--- src/rtl/lbus_dpram_seq.sv ---
module lbus_dpram_seq #(
  parameter int ADDR_W = 16,
  parameter int DATA_W = 16
) (
  input  logic              clk,
  input  logic              rst_n,
  input  logic              ads_n,
  input  logic              wr_rd,
  input  logic [1:0]        cs_n,
  input  logic [ADDR_W-1:0] la,
  input  logic [1:0]        lbe_n,
  input  logic [DATA_W-1:0] ld_in,
  output logic [DATA_W-1:0] ld_out,
  output logic              ld_oe,
  output logic              lrdy_n,
  output logic              term_n,
  output logic              msel,
  output logic              hold_req,
  output logic              bmode,
  output logic [1:0]        ram_ce_n,
  output logic              ram_sem_n,
  output logic              ram_rw_n,
  output logic              ram_ub_n,
  output logic              ram_lb_n,
  output logic              ram_oe_n,
  output logic [ADDR_W-1:0] ram_addr,
  output logic [DATA_W-1:0] ram_dq_out,
  output logic              ram_dq_oe,
  input  logic [DATA_W-1:0] ram_dq_in
);

  typedef enum logic [3:0] {
    IDLE, W_GO, W_SET, W_HOLD, W_DATA, W_DONE,
    R_GO, R_SET, R_HOLD, R_DATA, R_DONE
  } seq_t;

  seq_t state, nx;
  logic [ADDR_W-1:0] addr_q;
  logic [1:0]        sel_q, be_q;

  assign term_n    = 1'b1;
  assign msel      = 1'b1;
  assign hold_req  = 1'b0;
  assign bmode     = 1'b0;
  assign ram_sem_n = 1'b1;

  wire begin_x = !ads_n && (cs_n != 2'b11);

  always_comb begin
    nx = state;
    case (state)
      IDLE:    if (begin_x) nx = wr_rd ? W_GO : R_GO;
      W_GO:    nx = W_SET;
      W_SET:   nx = W_HOLD;
      W_HOLD:  nx = W_DATA;
      W_DATA:  nx = W_DONE;
      W_DONE:  nx = IDLE;
      R_GO:    nx = R_SET;
      R_SET:   nx = R_HOLD;
      R_HOLD:  nx = R_DATA;
      R_DATA:  nx = R_DONE;
      R_DONE:  nx = IDLE;
      default: nx = IDLE;
    endcase
  end

  always_ff @(posedge clk or negedge rst_n) begin
    if (!rst_n) begin
      state      <= IDLE;
      addr_q     <= '0;
      sel_q      <= 2'b11;
      be_q       <= 2'b11;
      ld_out     <= '0;
      ld_oe      <= 1'b0;
      lrdy_n     <= 1'b1;
      ram_ce_n   <= 2'b11;
      ram_rw_n   <= 1'b1;
      ram_ub_n   <= 1'b1;
      ram_lb_n   <= 1'b1;
      ram_oe_n   <= 1'b1;
      ram_addr   <= '0;
      ram_dq_out <= '0;
      ram_dq_oe  <= 1'b0;
    end else begin
      state <= nx;
      if (state == IDLE && nx != IDLE) begin
        addr_q <= la;
        sel_q  <= cs_n;
        be_q   <= lbe_n;
      end
      case (nx)
        W_SET, R_SET: begin
          ram_ce_n <= sel_q;
          ram_rw_n <= (nx == R_SET);
          ram_oe_n <= (nx != R_SET);
          ram_ub_n <= be_q[1];
          ram_lb_n <= be_q[0];
          ram_addr <= addr_q;
        end
        W_DATA: begin
          lrdy_n     <= 1'b0;
          ram_dq_oe  <= 1'b1;
          ram_dq_out <= ld_in;
        end
        R_DATA: begin
          lrdy_n <= 1'b0;
          ld_oe  <= 1'b1;
          ld_out <= ram_dq_in;
        end
        W_DONE: begin
          lrdy_n   <= 1'b1;
          ram_ce_n <= 2'b11;
        end
        R_DONE: lrdy_n <= 1'b1;
        IDLE: if (state != IDLE) begin
          ram_ce_n  <= 2'b11;
          ram_rw_n  <= 1'b1;
          ram_ub_n  <= 1'b1;
          ram_lb_n  <= 1'b1;
          ram_oe_n  <= 1'b1;
          ram_dq_oe <= 1'b0;
          ld_oe     <= 1'b0;
        end
        default: ;
      endcase
    end
  end


  rdy_pulse_chk: assert property (@(posedge clk) disable iff (!rst_n)
    !lrdy_n |=> lrdy_n);


  rdy_needs_ce_chk: assert property (@(posedge clk) disable iff (!rst_n)
    !lrdy_n |-> (ram_ce_n != 2'b11));


  dq_only_write_chk: assert property (@(posedge clk) disable iff (!rst_n)
    ram_dq_oe |-> !ram_rw_n);


  oe_only_read_chk: assert property (@(posedge clk) disable iff (!rst_n)
    !ram_oe_n |-> (ram_rw_n && !ld_oe |-> ram_ce_n != 2'b11));


  wr_staged_release_chk: assert property (@(posedge clk) disable iff (!rst_n)
    (!ram_rw_n && ram_ce_n == 2'b11 && $past(ram_ce_n) != 2'b11)
    |=> (ram_rw_n && ram_ub_n && ram_lb_n && !ram_dq_oe));


  rd_joint_release_chk: assert property (@(posedge clk) disable iff (!rst_n)
    ($past(!ram_oe_n) && ram_oe_n) |-> (ram_ce_n == 2'b11 && !ld_oe));


  busy_ignore_chk: assert property (@(posedge clk) disable iff (!rst_n)
    (state == W_DONE || state == R_DONE) |=> (state == IDLE));


  sem_quiet_chk: assert property (@(posedge clk) disable iff (!rst_n)
    (ram_ce_n != 2'b11) |-> ram_sem_n);

endmodule

--- config.mk ---
export PLATFORM = sky130hd
export DESIGN_NAME = lbus_dpram_seq
export DESIGN_NICKNAME = d
export VERILOG_FILES = /design/src/rtl/lbus_dpram_seq.sv
export SDC_FILE = /design/constraint.sdc
export NUM_CORES = 1
export LEC_CHECK = 0
export BUFFER_PORTS_ARGS = -buffer_cell sky130_fd_sc_hd__buf_2
export CORE_MARGIN = 5
export CORE_UTILIZATION = 45
export DETAILED_ROUTE_END_ITERATION = 7
export GPL_ROUTABILITY_DRIVEN = 0
export PLACE_DENSITY_LB_ADDON = 0.08
export RECOVER_POWER = 25
export SYNTH_ARGS = -nofsm -noshare
export SYNTH_HDL_FRONTEND = slang
export SYNTH_SLANG_ARGS = --single-unit
--- constraint.sdc ---
create_clock -name clk -period 1.73 [get_ports clk]
set_clock_uncertainty 0.1 [all_clocks]
set_input_delay 0.2595 -clock clk [delete_from_list [all_inputs] [get_ports clk]]
set_output_delay 0.2595 -clock clk [all_outputs]
set_load 0.01 [all_outputs]
# Yosys cells after proc, flatten, opt, wreduce, memory -nomap -nowiden
# Cells that the tools add are included.
dict set report totals {
  ff_bits 81
  input_bits 56
  word_cells 65
}
dict set report op_classes {
  eq_ne 17
  n_mux 14
  reduce_logical 19
}
# op count
set op_table {}
lappend op_table {{$pmux W4 S9} 1}
lappend op_table {{$eq A4 B3 Y1 const B} 6}
lappend op_table {{$eq A4 B4 Y1 const B} 4}
lappend op_table {{$pmux W1 S2} 7}
lappend op_table {{$eq A4 B2 Y1 const B} 3}
lappend op_table {{$logic_not A4 Y1} 2}
lappend op_table {{$reduce_and A2 Y1} 4}
lappend op_table {{$reduce_bool A2 Y1} 4}
lappend op_table {{$reduce_bool A4 Y1} 2}
lappend op_table {{$pmux W2 S3} 1}
lappend op_table {{$reduce_or A2 Y1} 3}
lappend op_table {{$eq A4 B1 Y1 const B} 1}
lappend op_table {{$mux W4} 1}
lappend op_table {{$ne A2 B2 Y1 const B} 2}
lappend op_table {{$ne A4 B3 Y1 const B} 1}
lappend op_table {{$mux W3} 1}
lappend op_table {{$reduce_bool A3 Y1} 1}
lappend op_table {{$logic_and A1 B1 Y1} 2}
lappend op_table {{$mux W1} 2}
lappend op_table {{$mux W2} 1}
lappend op_table {{$logic_not A1 Y1} 1}

# Logic depth before layout (Yosys ltp)
# Gate-level depths: netlist of the first run.
dict set report logic_depth {
  ltp_word 8
  mapped_depth 7
  mapped_depth_nobuf 4
}

# Worst setup path after synthesis of the first run
# OpenSTA, ideal clock, no wires.
dict set report synth_path {
  kind {flip-flop to flip-flop}
  start {register state[0]}
  end {register ram_addr[10]}
  arrival_time_ps 1551
  required_ps 1505
  path_slack_ps -46
  stages_incl_launch_ff 8
  n_path_buf 3
  cell_sequence {dfrtp_1 > buf_6 > nand2b_4 > buf_6 > o22a_4 > nor2_8 > buf_12 > mux2_4}
}
dict set report synth_via {
  elab_chain_cells 4
}
# item line
set synth_lines {}
lappend synth_lines {{from (decl)} 37} ;# seq_t state, nx;
lappend synth_lines {{from (signal assigned)} 85} ;# state <= nx;
lappend synth_lines {{$eq A4 B4 Y1 (tied with other cells)} 51} ;# case (state)
lappend synth_lines {{$pmux W4 S9 (*)} 51}
lappend synth_lines {{$eq A4 B3 Y1 or $eq A4 B2 Y1 (tied branches)} 91} ;# case (nx)
lappend synth_lines {{$reduce_or A2 Y1 (*)} 91}
lappend synth_lines {{to (signal assigned)} 98} ;# ram_addr <= addr_q;
lappend synth_lines {{to (decl)} 26} ;# output logic [ADDR_W-1:0] ram_addr,
# Mark *: on every way between the ends. The rest lies on a longest branch, timed or not.
# A chain may end at the register's enable or synchronous reset.

# Final worst setup path of the first run
dict set report layout_path {
  start {register state[0]}
  end {register ram_addr[8]}
}
# The elaborated chain is that of the path after synthesis.

==> impl_metrics.ini, run 1 <==
[run_status]
status = finished, final reports clean

[route]
post_drt_wl_per_cell_um = 15.1
vias = 2318
vias_per_cell = 4.86
first_iter_violations = 100
drc = 0
drt_pass1_iterations = 4
wl_um = 7200
ant_nets = 0

[sta]
final_hold_viol_count = 0
maxSlewViolCount = 0
setup_viol = 0
fin_crit_ps = 1720
hold_slack_ps = 40.4
setup_ws_ps = 11.0
fmax_mhz = 582
worst_pin_slew_ps = 981
rsz0062_at_grt = true
slew_headroom_pct = 34.6
period_share_pct = 99.4

[floorplan]
die_w_um = 97.5
core_area_um2 = 7610
rows = 32
io-pin-count = 118
dieHeight_um = 97.5
die_area_um2 = 9500
start_util_pct = 45.3

[logic_synthesis]
yosys_warnings = 0
synth_edf_count = 0
synth-seq-cells = 81
yosysSeqAreaShare_pct = 59.2
syn_area_per_cell_um2 = 14.6
syn_area_um2 = 3440
dominantRegCellSynth = dfrtp_1
synthCells = 236
async_flop_share_pct = 100
yosysUniqueCellTypes = 39

[cts]
cts_inserted_buffers = 9
cts_tree = built
clk_pin_slew_ps = 80
worstSkewPairLatency_ps = 340
clock_tree.buffer_depth = 2
cts_max_level = 3
ctsRootBufferMaster = clkbuf_8
numClockSinks = 81

[placed_design]
io_buffers = 112
place_area_um2 = 4240
preCtsSetupSlack_ps = -7.69
place_hpwl_um = 5270

[final_layout]
layout_common_cells = buf_2, dfrtp_1, mux2_2
final_common_cell = buf_2
finalNetCount = 426
synthToLayoutAreaGrowth_pct = 31.9
drive_gt1_share_pct = 63.7
finish.utilization_pct = 59.7
diodes = 0
design_area_um2 = 4540

[grt]
antenna_found_initial = 0
grt_usage_pct = 15.8
grt_pass1_wl_um = 12100
grt_pass1_vias = 2445
overflow = 0
grt_max_degree = 82

[flow_run]
maxCapViolations = 0

[power]
ir_drop_mv = 0.896
pwr_density_cell_nw_per_um2 = 2050
leakage_nw = 2.19

[worst_setup_path]
start_kind = flop
worstSetupPathType = flop to flop
crit_fanout = 4
required_ps = 1850
cp.arrival_ps = 1840
cp-end-kind = flop

[min_path]
hold_class = input port to flop
logic make-up after synthesis:
group | after synthesis | share of synthesized area (%)
AO/OA/AOI/OAI | 35 | 6.79
flip-flops | 81 | 59.2
other | 2 | 0.218
multiplexers | 73 | 24.8
AND/OR/NAND/NOR | 23 | 4.61
buffers and inverters | 22 | 4.32
where the power goes:
| group | internal, W | total, W | switching, W | leakage, nW |
|---|---|---|---|---|
| sequential | 0.00295 | 0.00351 | 0.000558 | 0.960 |
| clock | 0.000963 | 0.00162 | 0.000656 | 0.114 |
| combinational | 0.00240 | 0.00418 | 0.00178 | 1.11 |
| total | 0.00631 | 0.00930 | 0.00299 | 2.19 |
routing by layer:
| metal | routed length (um) | vias to the layer above | global-route usage (%) |
|---|---|---|---|
| li1 | - | 1103 | - |
| met1 | 3010 | 1133 | 19.1 |
| met2 | 3540 | 76 | 25.8 |
| met3 | 582 | 6 | 7.04 |
| met4 | 71 | 0 | 4.15 |
| met5 | 0 | - | 0 |
final cells by class:
type | count | area (um2)
Multi-Input combinational cell | 136 | 1290
Clock inverter | 5 | 106
Tap cell | 102 | 128
Clock buffer | 11 | 131
Timing Repair Buffer | 138 | 828
Inverter | 4 | 15.0
Sequential cell | 81 | 2040
Fill cell | 629 | 3070
flip-flops by register name (all words and copies together) (netlist names):
signal,count
state,4
ram_rw_n,1
ram_ub_n,1
ram_lb_n,1
ram_ce_n,2
ram_dq_out,16
ram_addr,16
ld_out,16
addr_q,16
lrdy_n,1
be_q,2
ld_oe,1
ram_dq_oe,1
ram_oe_n,1
sel_q,2
cell usage after synthesis, types with 2 or more instances:
library cell / number / area share [%]
a211oi_1: 2 / 0.44
buf_4: 8 / 1.7
buf_6: 2 / 0.65
mux2i_1: 4 / 1.2
nor2_1: 4 / 0.44
conb_1: 2 / 0.22
mux2_2: 58 / 19
dfstp_2: 11 / 8.4
a21oi_1: 7 / 1.0
a22oi_1: 2 / 0.44
o22ai_1: 6 / 1.1
clkbuf_1: 3 / 0.33
inv_1: 3 / 0.33
o21ai_0: 8 / 1.2
buf_2: 4 / 0.58
dfrtp_1: 70 / 51
nand2_1: 5 / 0.54
mux2_4: 10 / 4.4
o22a_1: 6 / 1.5
nor2b_1: 2 / 0.36
per-stage QoR:
stage / std cells / total power, W / setup TNS (ps)
final: 477 / 0.00930 / 0
after floorplan: 239 / 0.00612 / -456
after detailed placement: 457 / 0.00758 / -40.0
after CTS: 476 / 0.00926 / 0
after global routing: 477 / 0.00997 / -549
after global placement: 457 / 0.00743 / 0
final timing paths:
check / startpoint / to / slack (ps) / cells past startpoint
max: state[0]$_DFF_PN0_ / ram_addr[8]$_DFFE_PN0P_ / 10 / 5
min: la[14] / addr_q[14]$_DFFE_PN0P_ / 40 / 2
max reg2reg: state[0]$_DFF_PN0_ / ram_addr[8]$_DFFE_PN0P_ / 10 / 5
min reg2reg: ram_dq_out[7]$_DFFE_PN0P_ / ram_dq_out[7]$_DFFE_PN0P_ / 400 / 1
max in group asynchronous: rst_n / state[2]$_DFF_PN0_ / 230 / 3
min in group asynchronous: rst_n / ram_dq_out[7]$_DFFE_PN0P_ / 640 / 3
what timing repair did:
item | CTS | global route
gates cloned | 0 | 1
setup buffers | 2 | 0
hold buffers | 1 | 0
resized for setup | 0 | 8
setup endpoints to repair | 6 | 37
hold endpoints to repair | 70 | 0
pin swaps | 0 | 0
critical path, stage by stage (launching register included):
cell     delay [ps]
dfrtp_1         390
or2b_1          280
o22a_4          240
nor2_8          130
buf_4           170
mux2_4          300
(Power assumes the default switching activity.)
==> run 2, diff against run 1 <==
- CORE_MARGIN: 5 -> 3
==> run 2 against run 1 <==
Compared with the run above: clock power is 23% lower; largest power group unchanged; via count is 0.17% higher; hold slack worse by 11 ps; flip-flop and latch count stayed put; non-clock buffer count is 4 lower; register-to-register slack better by 50 ps; first-iteration DRC count is 2.0% higher; cell count is 1.5% lower; global-route usage is 1.3 points higher; sequential share of layout area is 1.2 points higher; largest cell class unchanged; setup slack better by 47 ps.
==> impl_metrics.ini, run 2 (same netlist as run 1, synthesis figures left out) <==
[flow_run]
maxCapViolations = 0

[power]
seqPwrFrac_pct = 39.9
p_comb_share_pct = 45.8
total_power_w = 0.00876
clockPowerShare_pct = 14.3
switching_share_pct = 34.0
p_int_w = 0.00578
leakage_nw = 2.13
ir_drop_mv = 0.860
switching_power_w = 0.00298
pwr_density_cell_nw_per_um2 = 1980

[route]
ant_nets = 0
vias = 2322
post_drt_wl_per_cell_um = 15.0
drt_pass1_iterations = 4
wl_met2_um = 3520
highest_layer = met4
first_iter_violations = 102
dr_wl_met3_um = 545
wl_met1_um = 2900
vias_per_cell = 4.94
wl_um = 7040
drc = 0

[sta]
fin_crit_ps = 1670
final_hold_viol_count = 0
slew_headroom_pct = 53.7
period_share_pct = 96.6
fmax_mhz = 598
rsz0062_at_grt = true
worst_pin_slew_ps = 695
maxSlewViolCount = 0
setup_viol = 0

[cts]
cts_inserted_buffers = 9
clock_tree.buffer_depth = 2
ctsRootBufferMaster = clkbuf_8
worstSkewPairLatency_ps = 350
cts_tree = built
clk_pin_slew_ps = 90
cts_max_level = 3
numClockSinks = 81

[placed_design]
place_area_um2 = 4220
place_hpwl_um = 5280
io_buffers = 112

[worst_setup_path]
crit_end = ram_addr[14]$_DFFE_PN0P_
r2r_slack_ps = 60
required_ps = 1870
crit_fanout = 10
start_kind = flop
r2r_start = state[1]$_DFF_PN0_
worstSetupPathType = flop to flop
rr_worst_depth = 5
reg2reg_to = ram_addr[14]$_DFFE_PN0P_
cp-end-kind = flop
critPathLaunch = state[1]$_DFF_PN0_
cp.arrival_ps = 1810

[floorplan]
io-pin-count = 118
core_area_um2 = 7330
die_area_um2 = 8740
start_util_pct = 47.0
dieHeight_um = 93.5
rows = 31
die_w_um = 93.5

[final_layout]
final_common_cell = buf_2
drive_gt1_share_pct = 63.6
diodes = 0
layout_common_cells = buf_2, dfrtp_1, mux2_2
finalNetCount = 422
design_area_um2 = 4430
synthToLayoutAreaGrowth_pct = 28.6

[grt]
overflow = 0
grt_max_degree = 41
antenna_found_initial = 0
grt_pass1_vias = 2344
grt_pass1_wl_um = 11400
grt_usage_pct = 17.1

[min_path]
hold_class = input port to flop
holdPathStages = 2

[run_status]
status = finished, final reports clean
==> run 2: worst min path at each step <==
stage                            start                    endpoint  slack, ps
after floorplan                  rst_n       addr_q[0]$_DFFE_PN0P_       -140
after CTS                 ram_dq_in[4]       ld_out[4]$_DFFE_PN0P_          9
after global routing         ld_in[10]  ram_dq_out[10]$_DFFE_PN0P_          7
final                            la[1]       addr_q[1]$_DFFE_PN0P_         30
after detailed placement         rst_n          state[2]$_DFF_PN0_        100
after global placement           rst_n          state[3]$_DFF_PN0_        100
==> run 2: power by group through the flow <==
stage	Clock, W	Combinational, W	Sequential [W]
6_report	0.00125	0.00401	0.00350
3_5_place_dp	0	0.00403	0.00354
3_3_place_gp	0	0.00391	0.00350
5_1_grt	0.00138	0.00438	0.00364
4_1_cts	0.00131	0.00403	0.00351
2_1_floorplan	0	0.00237	0.00375
==> run 2: area by class of cell <==
cell class,instances,area (um2)
sequential,81,2040
fill,633,2900
tap,99,124
inverter,4,15.0
clock inverter,5,38.8
clock buffer,11,141
timing repair buffer,134,791
multi-input combinational,136,1280
==> run 2: layer usage <==
layer	vias up	global-route usage, %
met5	-	0
met2	73	28.2
met1	1148	20.6
li1	1095	-
met4	0	4.76
met3	6	7.00
==> run 2: what timing repair did <==
item | in CTS | in global routing
gates resized for setup | 0 | 4
endpoints found under the hold margin | 22 | 0
hold buffers | 1 | 0
buffers inserted | 0 | 1
endpoints found under the setup margin | 0 | 32
==> run 2: worst max-delay path: stages, from the launching register on <==
cell	delay (ps)
dfrtp_1	420
or2b_1	260
o22a_4	210
nor2_8	110
buf_12	160
mux2_4	300
==> run 2: metrics by stage <==
step / hold WS [ps] / instances / TNS (ps) / utilization (%) / worst slack, ps
floorplan: -136 / 239 / -456 / - / -45.6
global placement: 97.8 / 452 / 0 / 57.6 / 63.5
detailed placement: 97.9 / 452 / 0 / 57.6 / 28.6
CTS: 8.84 / 469 / 0 / 60.2 / 13.9
global route: 7.45 / 470 / -75.2 / 60.4 / -10.7
finish: 29.5 / 470 / 0 / 60.4 / 58.2
==> run 3, diff against run 2 <==
- ABC_AREA: not set -> 1
==> run 3 against run 2 <==
Compared with the run above: die area decreased by 0.17%; clock power increased by 17%; maximum frequency increased by 1.0%; register-to-register slack improved by 20 ps; critical path depth increased by 6; wire length increased by 14%; utilization increased by 2.1 points; combinational power increased by 9.5%; synthesized area decreased by 0.18%; hold slack got worse by 24 ps.
==> impl_metrics.ini, run 3 <==
[route]
vias = 2840
ant_nets = 0
first_iter_violations = 112
drt_pass1_iterations = 4
wl_um = 8040
vias_per_cell = 4.54
drc = 0
post_drt_wl_per_cell_um = 12.9

[cts]
cts_inserted_buffers = 9
clock_tree.buffer_depth = 2
cts_tree = built
ctsRootBufferMaster = clkbuf_8
numClockSinks = 81
cts_max_level = 3
worstSkewPairLatency_ps = 350
clk_pin_slew_ps = 90

[sta]
rsz0062_at_grt = true
fmax_mhz = 604
hold_slack_ps = 5.95
setup_viol = 0
final_hold_viol_count = 0
slew_headroom_pct = 42.7
fin_crit_ps = 1660
worst_pin_slew_ps = 859
period_share_pct = 95.7
setup_ws_ps = 74.9
maxSlewViolCount = 0
tns_ps = 0

[logic_synthesis]
synth-seq-cells = 81
syn_area_per_cell_um2 = 8.98
synth_top_cell_by_area = dfrtp_1
yosysUniqueCellTypes = 28
yosysSeqAreaShare_pct = 59.4
synth_most_common_cell = nand2_1
async_flop_share_pct = 100
synth_edf_count = 0
syn_area_um2 = 3440
yosys_warnings = 0
synth_area_leaders = dfrtp_1, nand2_1, dfstp_2
dominantRegCellSynth = dfrtp_1
synthTopCellsByCount = nand2_1, dfrtp_1, nand3_1, nand2_2, inv_1
synth_top_area_share_pct = 50.9
synthCells = 383

[power]
switching_power_w = 0.00390
switching_share_pct = 41.8
p_int_w = 0.00542
clockPowerShare_pct = 15.6
p_comb_share_pct = 47.1
leakage_nw = 2.57
seqPwrFrac_pct = 37.2
pwr_density_cell_nw_per_um2 = 2030
ir_drop_mv = 0.806

[floorplan]
rows = 31
io-pin-count = 118
die_w_um = 93.4
core_area_um2 = 7330
start_util_pct = 46.9
dieHeight_um = 93.4
die_area_um2 = 8730

[min_path]
hold_class = input port to flop

[final_layout]
synthToLayoutAreaGrowth_pct = 33.3
stdcell_count = 625
final_common_cell = nand2_1
finalNetCount = 577
diodes = 0
layout_common_cells = nand2_1, buf_2, dfrtp_1
drive_gt1_share_pct = 39.0

[placed_design]
placed_cells = 590
preCtsSetupSlack_ps = 17.2
io_buffers = 112
place_hpwl_um = 5640

[worst_setup_path]
critPathMaxStageDelay_ps = 420
cp_cell_sequence = inv_2 > nand2_4 > nor2_8 > nand2_2 > nand2_2 > nor2_4 > nand2_4 > nand2_4 > buf_12 > nor2_1 > a21oi_2
start_kind = flop
required_ps = 1910
slowest_stage = dfrtp_1
worstSetupPathType = flop to flop
cpMostUsedCell = nand2_4
crit_fanout = 10
cp.arrival_ps = 1830
cp-end-kind = flop

[grt]
overflow = 0
grt_pass1_vias = 2823
grt_usage_pct = 19.7
grt_pass1_wl_um = 13300
grt_max_degree = 35
antenna_found_initial = 0

[run_status]
status = finished, final reports clean

[flow_run]
maxCapViolations = 0
==> run 3: cells by family (layout without fill, tap and decap cells) <==
| logic type | after synthesis | after routing | share of synthesized area (%) |
|---|---|---|---|
| AO/OA/AOI/OAI | 10 | 10 | 1.93 |
| AND/OR/NAND/NOR | 251 | 251 | 32.5 |
| flip-flops | 81 | 81 | 59.4 |
| other | 2 | 5 | 0.218 |
| buffers and inverters | 39 | 179 | 6.00 |
==> run 3: final timing paths <==
path / from / endpoint / slack, ps / depth (start not counted)
worst max-delay path: state[3]$_DFF_PN0_ / sel_q[1]$_DFFE_PN1P_ / 70 / 11
worst min register to register: ld_out[14]$_DFFE_PN0P_ / ld_out[14]$_DFFE_PN0P_ / 370 / 2
worst max register to register: state[3]$_DFF_PN0_ / sel_q[1]$_DFFE_PN1P_ / 70 / 11
min in group asynchronous: rst_n / ld_out[1]$_DFFE_PN0P_ / 440 / 2
worst min-delay path: ram_dq_in[11] / ld_out[11]$_DFFE_PN0P_ / 6 / 3
max in group asynchronous: rst_n / ld_out[5]$_DFFE_PN0P_ / 310 / 3
==> run 3: layout make-up <==
cell class	count	area, um2
inverter	20	80.1
tap	99	124
clock buffer	10	138
clock inverter	6	72.6
multi-input combinational	266	1240
timing repair buffer	143	883
sequential	81	2040
fill	663	2750
==> run 3: critical path: cells and delay by family, from the launching register on <==
family / cells / cell delay, ps
DFF: 1 / 420
AOI/OAI and AO/OA: 1 / 40
and+or+nand+nor: 8 / 730
buffers and inverters: 2 / 290
==> run 3: per-layer routing <==
layer	part of all wire, %	wire (um)	vias up	GRT usage [%]
li1	-	-	1441	-
met1	43	3490	1297	25.8
met2	47	3780	90	31.0
met3	7.7	616	12	4.83
met4	1.9	154	0	8.67
met5	0	0	-	0
==> run 3: repair_timing <==
item | in CTS | in global routing
gates resized for setup | 0 | 17
endpoints found under the setup margin | 0 | 39
hold buffers | 18 | 0
endpoints found under the hold margin | 45 | 0
setup buffers | 0 | 1
==> run 3: per-stage QoR <==
| stage | total power, W | cell area (um2) | util [%] |
|---|---|---|---|
| floorplan | 0.00632 | 3450 | - |
| global placement | 0.00762 | 4130 | 56.4 |
| detailed placement | 0.00773 | 4130 | 56.4 |
| CTS | 0.00925 | 4520 | 61.7 |
| global route | 0.0101 | 4580 | 62.5 |
| finish | 0.00931 | 4580 | 62.5 |
==> run 3: power by group through the flow <==
stage / logic [W] / clock network, W / registers [W]
after floorplan: 0.00261 / 0 / 0.00372
after global placement: 0.00417 / 0 / 0.00345
after detailed placement: 0.00427 / 0 / 0.00346
after CTS: 0.00429 / 0.00150 / 0.00345
after global routing: 0.00495 / 0.00158 / 0.00359
final: 0.00439 / 0.00146 / 0.00347
